**config.mk**
```make
export PLATFORM = sky130hd
export DESIGN_NAME = cmd_seq_decoder
export DESIGN_NICKNAME = d
export VERILOG_FILES = /design/src/rtl/cmdseq_pkg.sv /design/src/rtl/cmd_seq_fsm.sv /design/src/rtl/cmd_id_flag.sv /design/src/rtl/cmd_id_view.sv /design/src/rtl/cmd_seq_decoder.sv
export SDC_FILE = /design/constraint.sdc
export NUM_CORES = 1
export LEC_CHECK = 0
export BUFFER_PORTS_ARGS = -buffer_cell sky130_fd_sc_hd__buf_2
export CAP_MARGIN = 20
export CORE_MARGIN = 2
export CORE_UTILIZATION = 44
export DETAILED_ROUTE_END_ITERATION = 6
export GPL_TIMING_DRIVEN = 0
export HOLD_SLACK_MARGIN = 0.08
export PLACE_DENSITY = 0.87
export SLEW_MARGIN = 30
export SYNTH_ARGS = -nofsm -noshare
export SYNTH_HDL_FRONTEND = slang
export SYNTH_HIERARCHICAL = 1
export SYNTH_SLANG_ARGS = --single-unit
```
**constraint.sdc**
```tcl
create_clock -name clk -period 2.9 [get_ports clk]
set_clock_uncertainty 0.15 [all_clocks]
set_input_delay 0.58 -clock clk [delete_from_list [all_inputs] [get_ports clk]]
set_output_delay 0.58 -clock clk [all_outputs]
set_load 0.03 [all_outputs]
```
**src/rtl/cmdseq_pkg.sv**
```systemverilog
package cmdseq_pkg;

    localparam int KEY_W = 15;

    localparam logic [KEY_W-1:0] KEY_ADDR_A = 15'h5555;
    localparam logic [KEY_W-1:0] KEY_ADDR_B = 15'h2AAA;

    localparam logic [7:0] KEY_BYTE_A = 8'hAA;
    localparam logic [7:0] KEY_BYTE_B = 8'h55;
    localparam logic [7:0] OP_PROGRAM = 8'hA0;
    localparam logic [7:0] OP_ERASE   = 8'h80;
    localparam logic [7:0] OP_ID_IN   = 8'h90;
    localparam logic [7:0] OP_ID_OUT  = 8'hF0;
    localparam logic [7:0] SEL_CHIP   = 8'h10;
    localparam logic [7:0] SEL_SECTOR = 8'h30;
    localparam logic [7:0] SEL_LOCK   = 8'h40;

    localparam logic [7:0] MFR_CODE = 8'h1F;
    localparam logic [7:0] DEV_CODE = 8'h08;

    typedef enum logic [2:0] {
        ST_IDLE,
        ST_KEY1,
        ST_KEY2,
        ST_PROG,
        ST_ERS1,
        ST_ERS2,
        ST_ERS3
    } seq_state_t;

    typedef struct packed {
        logic prog;
        logic sect;
        logic chip;
        logic lock;
        logic id_in;
        logic id_out;
    } cmd_stb_t;

    function automatic logic key_match(input logic [KEY_W-1:0] a,
                                       input logic [KEY_W-1:0] key);
        return a == key;
    endfunction

endpackage

```
**src/rtl/cmd_seq_fsm.sv**
```systemverilog
module cmd_seq_fsm
    import cmdseq_pkg::*;
#(
    parameter int ADDR_W = 18
) (
    input  logic              clk,
    input  logic              rst,
    input  logic              wr_en,
    input  logic [ADDR_W-1:0] wr_addr,
    input  logic [7:0]        wr_data,
    input  logic              hold,
    output cmd_stb_t          stb,
    output logic [ADDR_W-1:0] tgt_addr,
    output logic [7:0]        tgt_data
);

    seq_state_t st_q, st_d;
    cmd_stb_t   stb_d;
    logic       at_a, at_b, take;

    assign at_a = key_match(wr_addr[KEY_W-1:0], KEY_ADDR_A);
    assign at_b = key_match(wr_addr[KEY_W-1:0], KEY_ADDR_B);
    assign take = wr_en && !hold;

    always_comb begin
        st_d  = st_q;
        stb_d = '0;
        if (take) begin
            unique case (st_q)
                ST_IDLE: begin
                    if (at_a && wr_data == KEY_BYTE_A) st_d = ST_KEY1;
                    else if (wr_data == OP_ID_OUT)     stb_d.id_out = 1'b1;
                end
                ST_KEY1: st_d = (at_b && wr_data == KEY_BYTE_B) ? ST_KEY2 : ST_IDLE;
                ST_KEY2: begin
                    st_d = ST_IDLE;
                    if (at_a) begin
                        case (wr_data)
                            OP_PROGRAM: st_d = ST_PROG;
                            OP_ERASE:   st_d = ST_ERS1;
                            OP_ID_IN:   stb_d.id_in  = 1'b1;
                            OP_ID_OUT:  stb_d.id_out = 1'b1;
                            default:    st_d = ST_IDLE;
                        endcase
                    end
                end
                ST_PROG: begin
                    st_d       = ST_IDLE;
                    stb_d.prog = 1'b1;
                end
                ST_ERS1: st_d = (at_a && wr_data == KEY_BYTE_A) ? ST_ERS2 : ST_IDLE;
                ST_ERS2: st_d = (at_b && wr_data == KEY_BYTE_B) ? ST_ERS3 : ST_IDLE;
                ST_ERS3: begin
                    st_d = ST_IDLE;
                    if (wr_data == SEL_SECTOR)             stb_d.sect = 1'b1;
                    else if (at_a && wr_data == SEL_CHIP)  stb_d.chip = 1'b1;
                    else if (at_a && wr_data == SEL_LOCK)  stb_d.lock = 1'b1;
                end
                default: st_d = ST_IDLE;
            endcase
        end
    end

    always_ff @(posedge clk) begin
        if (rst) begin
            st_q     <= ST_IDLE;
            stb      <= '0;
            tgt_addr <= '0;
            tgt_data <= '0;
        end else begin
            st_q <= st_d;
            stb  <= stb_d;
            if (stb_d.prog || stb_d.sect) tgt_addr <= wr_addr;
            if (stb_d.prog)               tgt_data <= wr_data;
        end
    end

endmodule

```
**src/rtl/cmd_id_flag.sv**
```systemverilog
module cmd_id_flag
    import cmdseq_pkg::*;
(
    input  logic     clk,
    input  logic     rst,
    input  cmd_stb_t stb,
    output logic     id_mode
);

    always_ff @(posedge clk) begin
        if (rst)             id_mode <= 1'b0;
        else if (stb.id_in)  id_mode <= 1'b1;
        else if (stb.id_out) id_mode <= 1'b0;
    end

endmodule

```
**src/rtl/cmd_id_view.sv**
```systemverilog
module cmd_id_view
    import cmdseq_pkg::*;
(
    input  logic       id_mode,
    input  logic [1:0] offset,
    input  logic       lock_state,
    output logic [7:0] id_data
);

    always_comb begin
        id_data = 8'h00;
        if (id_mode) begin
            case (offset)
                2'd0:    id_data = MFR_CODE;
                2'd1:    id_data = DEV_CODE;
                2'd2:    id_data = {7'b0, lock_state};
                default: id_data = 8'h00;
            endcase
        end
    end

endmodule

```
**src/rtl/cmd_seq_decoder.sv**
```systemverilog
module cmd_seq_decoder
    import cmdseq_pkg::*;
#(
    parameter int ADDR_W = 18
) (
    input  logic              clk,
    input  logic              rst,
    input  logic              wr_en,
    input  logic [ADDR_W-1:0] wr_addr,
    input  logic [7:0]        wr_data,
    input  logic              erase_busy,
    input  logic              prog_busy,
    input  logic [ADDR_W-1:0] rd_addr,
    input  logic              lock_state,
    output logic              prog_stb,
    output logic              sect_erase_stb,
    output logic              chip_erase_stb,
    output logic              lock_stb,
    output logic              id_enter_stb,
    output logic              id_exit_stb,
    output logic [ADDR_W-1:0] cmd_addr,
    output logic [7:0]        cmd_data,
    output logic              id_mode,
    output logic [7:0]        id_data
);

    cmd_stb_t stb;

    cmd_seq_fsm #(.ADDR_W(ADDR_W)) u_fsm (
        .clk      (clk),
        .rst      (rst),
        .wr_en    (wr_en),
        .wr_addr  (wr_addr),
        .wr_data  (wr_data),
        .hold     (erase_busy | prog_busy),
        .stb      (stb),
        .tgt_addr (cmd_addr),
        .tgt_data (cmd_data)
    );

    cmd_id_flag u_flag (
        .clk     (clk),
        .rst     (rst),
        .stb     (stb),
        .id_mode (id_mode)
    );

    cmd_id_view u_view (
        .id_mode    (id_mode),
        .offset     (rd_addr[1:0]),
        .lock_state (lock_state),
        .id_data    (id_data)
    );

    assign prog_stb       = stb.prog;
    assign sect_erase_stb = stb.sect;
    assign chip_erase_stb = stb.chip;
    assign lock_stb       = stb.lock;
    assign id_enter_stb   = stb.id_in;
    assign id_exit_stb    = stb.id_out;

endmodule

```
Yosys cells after proc, flatten, opt, wreduce, memory -nomap -nowiden. Cells that the tools add are included. Widths: inputs -> output; s select.

Output and inout port bits: 41. Bits of input ports: 50. Register bits after elaboration: 36. Word-level logic and storage cells: 75.

Bitwise logic cells: 5. Multiplexer cells: 25. Reductions and logical operators: 15. Eq/ne operators: 20.

Operators by type and width (count): $eq 8x8->1 const B (5); $eq 8x7->1 const B (2); $eq 15x14->1 const B (1); $eq 15x15->1 const B (1); $mux 3 (5); $pmux 3 s5 (1); $pmux 5 s3 (1); $mux 1 (11); $eq 3x3->1 const B (3); $eq 8x5->1 const B (1); $eq 8x6->1 const B (1); $mux 8 (1); $reduce_or 4->1 (2); $eq 3x2->1 const B (2); $mux 2 (3); $mux 6 (1); $pmux 3 s2 (1); $logic_and 1x1->1 (5); $reduce_or 5->1 (1); $not 1->1 (4); $eq 3x1->1 const B (1); $logic_not 3->1 (1); $eq 2x1->1 const B (1); $eq 2x2->1 const B (1); 9 further kinds (9).

Longest topological paths before layout. Gate-level depths: netlist (run 1).

Depth after elaboration: 8. Gate-level depth with buffers: 8. Gate-level depth less buffers: 6.

Hierarchy. The synthesis (run 1) kept the hierarchy.

By module, submodules not included: cmd_seq_fsm (times used 1, cells an instance 170, area each 1566.5 um^2, seq. area each 700.7 um^2); cmd_id_view (times used 1, cells an instance 11, area each 70.1 um^2, seq. area each 0.0 um^2); cmd_id_flag (times used 1, cells an instance 4, area each 38.8 um^2, seq. area each 20.0 um^2); cmd_seq_decoder (times used 1, cells an instance 1, area each 6.3 um^2, seq. area each 0.0 um^2).

Least setup slack after synthesis (run 1). Ideal clock, no wire load.

Path type: input -> register. From: in wr_addr[7]. To: reg u_fsm.st_q[2]. Path buffers: 0. Arrival time: 2.012 ns. Required time: 2.666 ns. Library setup time: 0.084 ns. Path slack: 0.654 ns. Cell stages on the path: 5. Cells stage by stage: or4b_4 nor4_4 nand3_2 a2111o_1 o31ai_2.

Word-level cells in the longest chain between the ends: 4. Elaborated cells on any way between the ends: 10. Classes of those cells: eq/ne (3); mux (4); reduce/logical (3).

Ends and longest elaborated chain: start, declared (line cmd_seq_decoder.sv:9) `input logic [ADDR_W-1:0] wr_addr,`; $eq 15x14->1 / $eq 15x15->1 (equally long branches) (line cmdseq_pkg.sv:42) `return a == key;`; $logic_and 1x1->1 (on tied branches) (line cmd_seq_fsm.sv:52, cmd_seq_fsm.sv:31, cmd_seq_fsm.sv:51); $mux 3, or another cell as far along (line cmd_seq_fsm.sv:52) `ST_ERS2: st_d = (at_b && wr_data == KEY_BYTE_B) ? ST_ERS3 : ST_IDLE;`; $pmux 3 s5 / $reduce_and 2->1 (equally long branches); end signal, assigned (line cmd_seq_fsm.sv:71) `st_q <= st_d;`; end, declared (line cmd_seq_fsm.sv:17) `seq_state_t st_q, st_d;`.

Parallel ways exist; a longest one is shown, timed or not. A chain may end at the register's enable or synchronous reset.

Worst setup path after layout (run 1).
From: in wr_data[0]. To: reg u_fsm.tgt_addr[12].

Word-level cells in the longest chain between the ends: 5.

Ends and longest elaborated chain: start, declared (line cmd_seq_decoder.sv:10) `input logic [7:0] wr_data,`; $eq 8x6->1 (line cmd_seq_fsm.sv:55) `if (wr_data == SEL_SECTOR) stb_d.sect = 1'b1;`; $mux 1 (line cmd_seq_fsm.sv:55); $mux 3 (line cmd_seq_fsm.sv:29) `unique case (st_q)`; $mux 6 (line cmd_seq_fsm.sv:28) `if (take) begin`; $logic_or 1x1->1 (line cmd_seq_fsm.sv:73) `if (stb_d.prog || stb_d.sect) tgt_addr <= wr_addr;`; end signal, assigned (line cmd_seq_fsm.sv:73); end, declared (line cmd_seq_fsm.sv:13) `output logic [ADDR_W-1:0] tgt_addr,`.

Every way passes these cells.

==> flow_metrics.py, run 1 <==
metrics = {
    "yosys": {
        "synth-edff-count": 0,
        "synth_top_area_share": 0.4286,
        "syn-cell-area_sq_um": 1682,
        "synth_top_area_cell": "dfxtp_1",
        "synthTopCellsByArea": "dfxtp_1 (43%), mux2i_1 (11%), nor2_1 (6.3%), a21oi_1 (3.9%), buf_4 (3.1%)",
        "synth-seq-area-share": 0.4286,
        "ys_types": 40,
        "netlist_top_cells_count": "dfxtp_1 (36), nor2_1 (28), mux2i_1 (18)",
        "synth_seq_cells": 36,
        "synth_most_common_cell": "dfxtp_1",
        "synth_ff_type": "dfxtp_1",
        "ys_warn_count": 6,
        "synth_async_sr_flop_share": 0,
        "avgSynthCellArea_sq_um": 9.041,
        "synth_cells": 186,
    },
    "timing": {
        "tightest_slew_ps": 575.1,
        "hold_viol": 0,
        "timing.final.crit_share": 0.8151,
        "drv_slew": 0,
        "fin_setup_tns_ps": 0,
        "rsz0062_at_grt": "no",
        "slew_headroom": 0.6134,
        "min_period_ps": 2364,
        "fmax_mhz": 423.0,
        "holdWs_ps": 308.3,
        "final-setup-viol-count": 0,
    },
    "pwr": {
        "p_int_mw": 0.7784,
        "sw_frac_of_total": 0.2148,
        "switching_power_mw": 0.2129,
        "power.density_nw_per_um2": 449.2,
        "ir_drop_mv": 0.2975,
        "p_leak_nw": 0.9466,
        "clockPowerShare": 0.430,
        "pwr-share-seq": 0.498,
        "share_comb_of_total_power": 0.071,
    },
    "worst_setup_path": {
        "crit_path_cell_trace": "buf_2, nor4_2, nand4b_1, a21oi_1, buf_4, buf_4, mux2i_1, nor2_1",
        "rr_worst_depth": 8,
        "arrival_ps": 2380,
        "setup.worst_path.end_class": "flop",
        "cp-start-kind": "input port",
        "cpMostUsedCell": "buf_4",
        "crit_type": "input port to flop",
        "max_stage_delay_ps": 560,
        "crit_required_ps": 2910,
        "crit_fanout": 10,
        "cpMaxStageDelayCell": "nor4_2",
    },
    "final_layout": {
        "layout.nets": 315,
        "syn_to_final_growth_pct": 31.25,
        "final_core_util": 0.6029,
        "multi_input_area_sq_um": 865.8,
        "layout-drive-gt1-share": 0.3722,
        "num_antenna_cells": 0,
        "regArea_sq_um": 720.7,
        "nFillCells": 343,
    },
    "routing": {
        "dr_wl_met3_um": 316,
        "vias": 1614,
        "top_layer_used": "met4",
        "drtAntennaViolNets": 0,
        "met2_length_mm": 1.879,
        "drc": 0,
        "viasPerCell": 5.140,
        "routedWlPerCell_um": 13.02,
        "wl_mm": 4.087,
        "first_pass_iters": 4,
        "drt_iter0_markers": 80,
        "wl_met1_mm": 1.870,
    },
    "die": {
        "io_pins": 91,
        "dieArea_sq_um": 4332,
        "die_w_um": 65.82,
        "initial_core_util": 0.4593,
        "die_height_um": 65.82,
        "rows": 22,
        "coreArea_sq_um": 3661,
    },
    "clock_tree": {
        "clk_pin_slew_ps": 60,
        "htree_levels": 2,
        "cts_num_sinks": 36,
        "cts_buffers": 5,
        "clk_path_buf_depth": 2,
        "root_buffer": "clkbuf_8",
        "cts_tree": "done",
        "cts_setup_buffers": 0,
        "cts_resized": 0,
        "insertion_delay_ps": 290,
        "ctsHoldBuffers": 0,
    },
    "outcome": {
        "status": "complete, no violations",
    },
    "min_path": {
        "min_path_cells": 2,
        "hp-class": "flop to flop",
    },
    "global_routing": {
        "overflow": 0,
        "grt_pass1_vias": 1416,
        "grt_pass1_wl_mm": 6.182,
        "grt_usage": 0.1870,
        "grt_max_degree": 12,
        "antenna_found_initial": 0,
    },
    "place": {
        "port_buffers": 70,
        "place_hpwl_mm": 3.179,
        "place.gp.congestion": 0.8219,
    },
    "job": {
        "drv_cap": 0,
    },
}
==> final cells by class <==
cell class              instances  area share
clock buffers                   6     0.03288
well taps                      48     0.02721
multi-input cells             134      0.3923
clock inverters                 2     0.01587
flip-flops and latches         36      0.3265
plain buffers                  15     0.04138
repair buffers                 70      0.1587
inverters                       3    0.005102
==> worst max-delay path, delay by kind of cell <==
family / cells / cell delay (ps)
AO/OA/AOI/OAI: 1 / 170
buffers and inverters: 3 / 580
multiplexers: 1 / 260
AND/OR/NAND/NOR: 3 / 770
==> layout by cell type (no fill, tap or decap), types with 2 or more instances in the layout <==
cell / netlist / final
nand2_1: 13 / 13
nor3_1: 7 / 7
nand4_1: 3 / 3
inv_1: 3 / 3
a31oi_1: 2 / 2
nand3b_1: 3 / 3
mux2i_1: 18 / 18
a21oi_2: 2 / 2
a21oi_1: 13 / 13
buf_4: 7 / 7
conb_1: 1 / 3
o21ai_0: 8 / 8
clkbuf_1: 6 / 7
nand4b_1: 3 / 3
nand2b_1: 5 / 5
nor4bb_1: 2 / 2
dfxtp_1: 36 / 36
or4b_2: 2 / 2
nor4b_1: 2 / 2
buf_2: 1 / 71
nor2b_1: 3 / 3
nor2_1: 28 / 28
clkbuf_8: 0 / 5
==> logic make-up after synthesis <==
kind of cell / synth area share
buf+inv: 0.06101
simple gates: 0.2954
other cells: 0.002230
flops: 0.4286
compound gates: 0.1057
mux: 0.1071
==> metal layers <==
metal,up-vias,global-route usage
met5,-,0
met1,736,0.2357
li1,807,-
met2,67,0.3119
met4,0,0.04167
met3,4,0.05792
==> state kept, by name, summed over array words and instances (netlist names) <==
name and cells:
u_flag/id_mode 1, u_fsm/tgt_addr 18, u_fsm/st_q 3, u_fsm/tgt_data 8, u_fsm/stb 6
==> power groups by stage <==
stage	combinational, mW	clock (mW)	sequential (mW)
floorplan	0.0301	0	0.505
global placement	0.0691	0	0.505
detailed placement	0.0705	0	0.505
CTS	0.0707	0.437	0.494
global route	0.0765	0.451	0.494
finish	0.0707	0.427	0.494
==> path summary, 6_finish.rpt <==
path	to	from	slack, ps
min	u_flag/id_mode	u_fsm/stb[1]	310
min reg2reg	u_flag/id_mode	u_fsm/stb[1]	310
max	u_fsm/tgt_addr[12]	wr_data[0]	540
max reg2reg	u_fsm/tgt_addr[12]	u_fsm/st_q[0]	860
==> metrics by stage <==
stage | worst slack, ps | instances | instance area, sq um | power [mW]
6_report | 536.1 | 314 | 2207 | 0.9914
5_1_grt | 374.5 | 314 | 2207 | 1.021
4_1_cts | 548.8 | 314 | 2207 | 1.001
3_5_place_dp | 242.9 | 306 | 2100 | 0.5760
3_3_place_gp | 282.6 | 306 | 2100 | 0.5745
2_1_floorplan | 653.7 | 188 | 1689 | 0.5355
Note: power is estimated with default switching activity, not from simulation.
==> run 2, diff against run 1 <==
--- a/config.mk
+++ b/config.mk
@@ -5,14 +5,15 @@
 export SDC_FILE = /design/constraint.sdc
 export NUM_CORES = 1
 export LEC_CHECK = 0
+export ABC_AREA = 1
 export BUFFER_PORTS_ARGS = -buffer_cell sky130_fd_sc_hd__buf_2
 export CAP_MARGIN = 20
 export CORE_MARGIN = 2
-export CORE_UTILIZATION = 44
+export CORE_UTILIZATION = 41
 export DETAILED_ROUTE_END_ITERATION = 6
 export GPL_TIMING_DRIVEN = 0
 export HOLD_SLACK_MARGIN = 0.08
-export PLACE_DENSITY = 0.87
+export PLACE_DENSITY = 0.84
 export SLEW_MARGIN = 30
 export SYNTH_ARGS = -nofsm -noshare
 export SYNTH_HDL_FRONTEND = slang
==> constraint.sdc (replaced) <==
create_clock -name clk -period 2.15 [get_ports clk]
set_clock_uncertainty 0.15 [all_clocks]
set_input_delay 0.43 -clock clk [delete_from_list [all_inputs] [get_ports clk]]
set_output_delay 0.43 -clock clk [all_outputs]
set_load 0.03 [all_outputs]
==> run 2 against run 1 <==
Net effect:
- utilization down 4.0 points
- synthesized cell count grew 41%
- critical path type is now flop to primary output
- worst setup slack got worse by 170 ps
- first-iteration DRC count rose by 51%
- non-clock buffer count decreased by 3
- hold slack got worse by 92 ps
- via count increased by 16%
- highest routed layer unchanged
- area after synthesis is 5.7% higher
- register-to-register slack got worse by 430 ps
- die area rose by 13%
- global-route usage fell by 0.73 points
==> flow_metrics.py, run 2 <==
metrics = {
    "global_routing": {
        "grt_pass1_vias": 1678,
        "overflow": 0,
        "grt_max_degree": 11,
        "grt_usage": 0.1796,
        "grt_pass1_wl_mm": 7.051,
        "antenna_found_initial": 0,
    },
    "worst_setup_path": {
        "rr_worst_depth": 8,
        "r2r_slack_ps": 430,
        "setup.worst_path.end_class": "primary output",
        "worstReg2RegEnd": "u_fsm/tgt_addr[0]",
        "crit_required_ps": 1570,
        "arrival_ps": 1200,
        "crit_type": "flop to primary output",
        "cp-start-kind": "flop",
        "rr_startpoint": "u_fsm/st_q[2]",
        "crit_fanout": 4,
    },
    "timing": {
        "hold_viol": 0,
        "rsz0062_at_grt": "no",
        "fin_setup_tns_ps": 0,
        "fmax_mhz": 560.4,
        "layout_setup_ws_ps": 365.5,
        "timing.final.crit_share": 0.8300,
        "drv_slew": 0,
        "final-setup-viol-count": 0,
        "min_period_ps": 1785,
    },
    "yosys": {
        "avgSynthCellArea_sq_um": 6.756,
        "synth_ff_type": "dfxtp_1",
        "synth-seq-area-share": 0.4056,
        "synth_top_area_cell": "dfxtp_1",
        "synth_cells": 263,
        "synth_most_common_cell": "nor2_1",
        "synth-edff-count": 0,
        "synth_async_sr_flop_share": 0,
        "ys_warn_count": 6,
        "synth_top_area_share": 0.4056,
        "netlist_top_cells_count": "nor2_1 (62), dfxtp_1 (36), nand2_1 (35)",
        "syn-cell-area_sq_um": 1777,
        "synth_seq_cells": 36,
        "synthTopCellsByArea": "dfxtp_1 (41%), nor2_1 (13%), nand2_1 (7.4%), inv_1 (6.8%), o21ai_0 (4.5%)",
        "ys_types": 23,
    },
    "die": {
        "dieArea_sq_um": 4876,
        "die_w_um": 69.83,
        "io_pins": 91,
        "rows": 23,
        "initial_core_util": 0.4348,
        "coreArea_sq_um": 4086,
        "die_height_um": 69.83,
    },
    "routing": {
        "routedWlPerCell_um": 10.76,
        "vias": 1880,
        "drc": 0,
        "drt_iter0_markers": 121,
        "first_pass_iters": 4,
        "drtAntennaViolNets": 0,
        "viasPerCell": 4.784,
        "wl_mm": 4.228,
    },
    "pwr": {
        "sw_frac_of_total": 0.2295,
        "clockPowerShare": 0.400,
        "switching_power_mw": 0.2955,
        "pwr-share-seq": 0.518,
        "share_comb_of_total_power": 0.083,
        "p_int_mw": 0.9918,
        "p_leak_nw": 1.208,
        "power.density_nw_per_um2": 560.0,
        "ir_drop_mv": 0.4147,
    },
    "min_path": {
        "hold_start": "wr_addr[17]",
        "hp-class": "input port to flop",
        "holdPathEnd": "u_fsm/tgt_addr[17]",
        "min_path_cells": 3,
    },
    "clock_tree": {
        "cts_buffers": 5,
        "insertion_delay_ps": 280,
        "ctsHoldBuffers": 0,
        "cts_tree": "done",
        "cts_resized": 0,
        "clk_path_buf_depth": 2,
        "htree_levels": 2,
        "root_buffer": "clkbuf_8",
        "clk_pin_slew_ps": 70,
        "cts_setup_buffers": 0,
        "cts_num_sinks": 36,
    },
    "final_layout": {
        "syn_to_final_growth_pct": 29.37,
        "num_antenna_cells": 0,
        "largest_register_ffs": 18,
        "layout_commonest_cell": "buf_2",
        "reg.largest.list": "u_fsm/tgt_addr x18, u_fsm/tgt_data x8, u_fsm/stb x6",
        "largest_register": "u_fsm/tgt_addr",
        "layout.nets": 393,
        "nFillCells": 405,
        "layout-drive-gt1-share": 0.3236,
        "final_cell_mix": "buf_2 (71), nor2_1 (62), dfxtp_1 (36), nand2_1 (35), inv_1 (32)",
    },
    "place": {
        "port_buffers": 71,
        "place.gp.congestion": 0.7988,
        "place_hpwl_mm": 3.320,
        "preCtsSetupSlack_ps": 67.76,
    },
    "job": {
        "drv_cap": 0,
    },
    "outcome": {
        "status": "complete, no violations",
    },
}
run 2: changes by cell type after synthesis, sizes merged, moves of 5 or more:
cell,change
inv,+35
mux2i,-18
nand2,+25
nand2b,-5
nand3,+12
nor2,+46
o21ai,+18
run 2: kinds of logic (layout without fill, tap and decap cells):
group                  Yosys count  after routing  synth area share
and+or+nand+nor                140            140            0.3577
other                            1              3          0.002111
AOI/OAI and AO/OA               37             37            0.1085
DFF                             36             36            0.4056
buffers and inverters           49            127            0.1261
run 2: worst max path at each step:
stage | start | end | slack [ps] | depth (start not counted)
finish | u_flag/id_mode | id_data[2] | 370 | 4
global route | u_flag/id_mode | id_data[2] | 210 | 4
CTS | u_flag/id_mode | id_data[2] | 340 | 4
detailed placement | erase_busy | u_fsm/tgt_addr[1] | 70 | 12
global placement | erase_busy | u_fsm/tgt_addr[2] | 110 | 12
floorplan | u_flag/id_mode | id_data[2] | 190 | 3
run 2: through the flow:
step	cells	hold slack, ps	util	power [mW]	instance area, sq um
5_1_grt	393	234.1	0.5625	1.350	2298
3_3_place_gp	386	291.4	0.5389	0.7847	2202
6_report	393	215.9	0.5625	1.287	2298
3_5_place_dp	386	308.0	0.5389	0.7875	2202
2_1_floorplan	265	337.8	-	0.7330	1784
4_1_cts	393	208.9	0.5625	1.304	2298
run 2: area by class of cell:
type / instances / area [sq um] / share of cell area
sequential: 36 / 720.7 / 0.3136
timing repair buffer: 71 / 355.3 / 0.1546
inverter: 38 / 145.1 / 0.06315
clock buffer: 7 / 96.34 / 0.04192
multi-input combinational: 180 / 839.6 / 0.3653
tap: 50 / 62.56 / 0.02722
buffer: 11 / 78.83 / 0.03430
run 2: critical path, stage by stage (launching register included):
cell and delay [ps]:
dfxtp_1 360, nand2_1 90, nor2_1 160, buf_4 130, buf_2 180
run 2: power by group through the flow:
stage | Clock, mW | Combinational, mW | Sequential [mW]
finish | 0.514 | 0.106 | 0.666
detailed placement | 0 | 0.106 | 0.682
global route | 0.564 | 0.120 | 0.666
floorplan | 0 | 0.0513 | 0.682
global placement | 0 | 0.103 | 0.682
CTS | 0.531 | 0.106 | 0.666
run 2: metal layers:
metal,GRT usage,wire length [um],share of wire,vias to the layer above
met5,0,0,0,-
met4,0.07906,61,0.014,0
met3,0.05669,364,0.086,4
met2,0.2921,1967,0.47,77
met1,0.2168,1834,0.43,825
li1,-,-,-,974
==> run 3, diff against run 2 <==
==> constraint.sdc (replaced) <==
create_clock -name clk -period 1.5 [get_ports clk]
set_clock_uncertainty 0.15 [all_clocks]
set_input_delay 0.3 -clock clk [delete_from_list [all_inputs] [get_ports clk]]
set_output_delay 0.3 -clock clk [all_outputs]
set_load 0.03 [all_outputs]
==> run 3 against run 2 <==
Net effect:
- the flow now finishes with violations (negative setup slack)
- final area increased by 14%
- critical endpoint is now u_fsm/tgt_addr[2]
- combinational power increased by 72%
- largest power group unchanged
- via count increased by 6.4%
- critical path type is now flop to flop
- largest cell class unchanged
- utilization increased by 8.0 points
- highest routed layer unchanged
==> flow_metrics.py, run 3 (synthesis gave the netlist of run 2 again) <==
metrics = {
    "timing": {
        "slew_headroom": 0.6357,
        "timing.final.crit_share": 1.083,
        "layout_setup_ws_ps": -123.8,
        "fmax_mhz": 615.8,
        "min_period_ps": 1624,
        "hold_viol": 0,
        "rsz0062_at_grt": "yes",
        "holdWs_ps": 86.67,
        "final-setup-viol-count": 19,
        "tightest_slew_ps": 541.4,
        "drv_slew": 0,
    },
    "outcome": {
        "violations": "negative setup slack",
        "status": "finished with violations",
    },
    "final_layout": {
        "layout-drive-gt1-share": 0.4155,
        "layout.nets": 411,
        "final_cell_mix": "buf_2 (66), nor2_1 (52), nand2_1 (33), dfxtp_1 (32), inv_1 (30)",
        "layout_commonest_cell": "buf_2",
        "largest_register_ffs": 18,
        "largest_register": "u_fsm/tgt_addr",
        "nFillCells": 347,
        "reg.largest.list": "u_fsm/tgt_addr x18, u_fsm/tgt_data x8, u_fsm/stb x6",
        "num_antenna_cells": 0,
        "final_area_sq_um": 2626,
        "final_core_util": 0.6427,
        "syn_to_final_growth_pct": 47.82,
    },
    "global_routing": {
        "grtUsageMet2": 0.3640,
        "antenna_found_initial": 0,
        "top_usage_layer": "met2",
        "grt_pass1_vias": 1897,
        "grt_usage": 0.2079,
        "use_met1": 0.2476,
        "grt_pass1_wl_mm": 8.238,
        "grt_max_degree": 11,
        "grt_use_met3": 0.05523,
        "overflow": 0,
    },
    "die": {
        "io_pins": 91,
        "dieArea_sq_um": 4876,
        "die_w_um": 69.83,
        "die_height_um": 69.83,
        "rows": 23,
        "coreArea_sq_um": 4086,
        "initial_core_util": 0.4348,
    },
    "routing": {
        "viasPerCell": 4.869,
        "drc": 0,
        "drtAntennaViolNets": 0,
        "wl_mm": 5.141,
        "vias": 2001,
        "first_pass_iters": 4,
        "routedWlPerCell_um": 12.51,
        "drt_iter0_markers": 120,
    },
    "place": {
        "place.gp.congestion": 0.9691,
        "place_area_sq_um": 2248,
        "port_buffers": 71,
        "place_hpwl_mm": 3.424,
        "preCtsSetupSlack_ps": -378.8,
    },
    "pwr": {
        "p_leak_nw": 1.335,
        "ir_drop_mv": 0.5125,
        "power.density_nw_per_um2": 673.1,
    },
    "worst_setup_path": {
        "crit_fanout": 5,
        "cpMostUsedCell": "buf_6",
        "setup.worst_path.end_class": "flop",
        "arrival_ps": 1700,
        "r2r_slack_ps": -120,
        "max_stage_delay_ps": 380,
        "crit_buf_inv": 3,
        "crit_type": "flop to flop",
        "crit_path_cell_trace": "inv_4, nor4_4, nand2_2, nand2_4, buf_6, buf_6, o21ai_1, nor2_1",
        "crit_required_ps": 1570,
        "cpMaxStageDelayCell": "dfxtp_4",
        "cp-start-kind": "flop",
        "cp_top_family": "simple AND/OR/NAND/NOR gates",
    },
    "min_path": {
        "hp-class": "input port to flop",
    },
    "clock_tree": {
        "cts_num_sinks": 36,
        "clk_path_buf_depth": 2,
        "ctsHoldBuffers": 0,
        "insertion_delay_ps": 280,
        "clk_pin_slew_ps": 70,
        "htree_levels": 2,
        "root_buffer": "clkbuf_8",
        "cts_buffers": 5,
        "cts_tree": "done",
    },
    "job": {
        "drv_cap": 0,
    },
}
-- run 3: changes by cell type in the layout (fill, tap and decap cells not counted), moves of 4 or more --
| cell | before | now |
|---|---|---|
| buf_2 | 71 | 66 |
| dfxtp_1 | 36 | 32 |
| nor2_4 | 0 | 8 |
| nor2_1 | 62 | 52 |
| buf_4 | 6 | 19 |
| buf_6 | 2 | 8 |
-- run 3: path summary, 6_finish.rpt --
path	from	endpoint	cells after the start
worst min register to register	u_fsm/stb[1]	u_flag/id_mode	2
worst max-delay path	u_fsm/st_q[2]	u_fsm/tgt_addr[2]	8
worst max register to register	u_fsm/st_q[2]	u_fsm/tgt_addr[2]	8
worst min-delay path	wr_addr[16]	u_fsm/tgt_addr[16]	3
-- run 3: layer usage --
metal / vias to the layer above / part of all wire
li1: 1013 / -
met1: 894 / 0.41
met2: 85 / 0.50
met3: 9 / 0.072
met4: 0 / 0.011
met5: - / 0
-- run 3: worst min-delay path, stage by stage --
cell	delay, ps
buf_2	80
nor2_2	30
nor2_1	80
-- run 3: layout make-up --
cell class	instances	area [sq um]	area share
multi-input cells	180	932.1	0.3549
flip-flops and latches	36	730.7	0.2782
repair buffers	89	561.8	0.2139
inverters	38	170.2	0.06479
plain buffers	11	91.34	0.03478
clock buffers	6	72.57	0.02763
well taps	50	62.56	0.02382
clock inverters	1	5.005	0.001906
-- run 3: report_power, final --
part	total (mW)	switching [mW]	internal [mW]
combinational	0.182	0.113	0.0688
clock	0.634	0.319	0.315
sequential	0.952	0.00000445	0.952
total	1.77	0.432	1.34
-- run 3: timing repair --
item | in CTS | in global routing
cloned | 2 | 1
endpoints found under the setup margin | 29 | 33
gates resized for setup | 24 | 26
setup buffers | 10 | 5
pin swaps | 6 | 5
-- run 3: through the flow --
step           total power, mW  setup TNS (ps)  instances
2_1_floorplan            1.057          -59.24        265
5_1_grt                  1.846           -2949        411
4_1_cts                  1.775          -896.9        405
6_report                 1.768           -1587        411
3_5_place_dp             1.140           -6907        386
3_3_place_gp             1.136           -6086        386
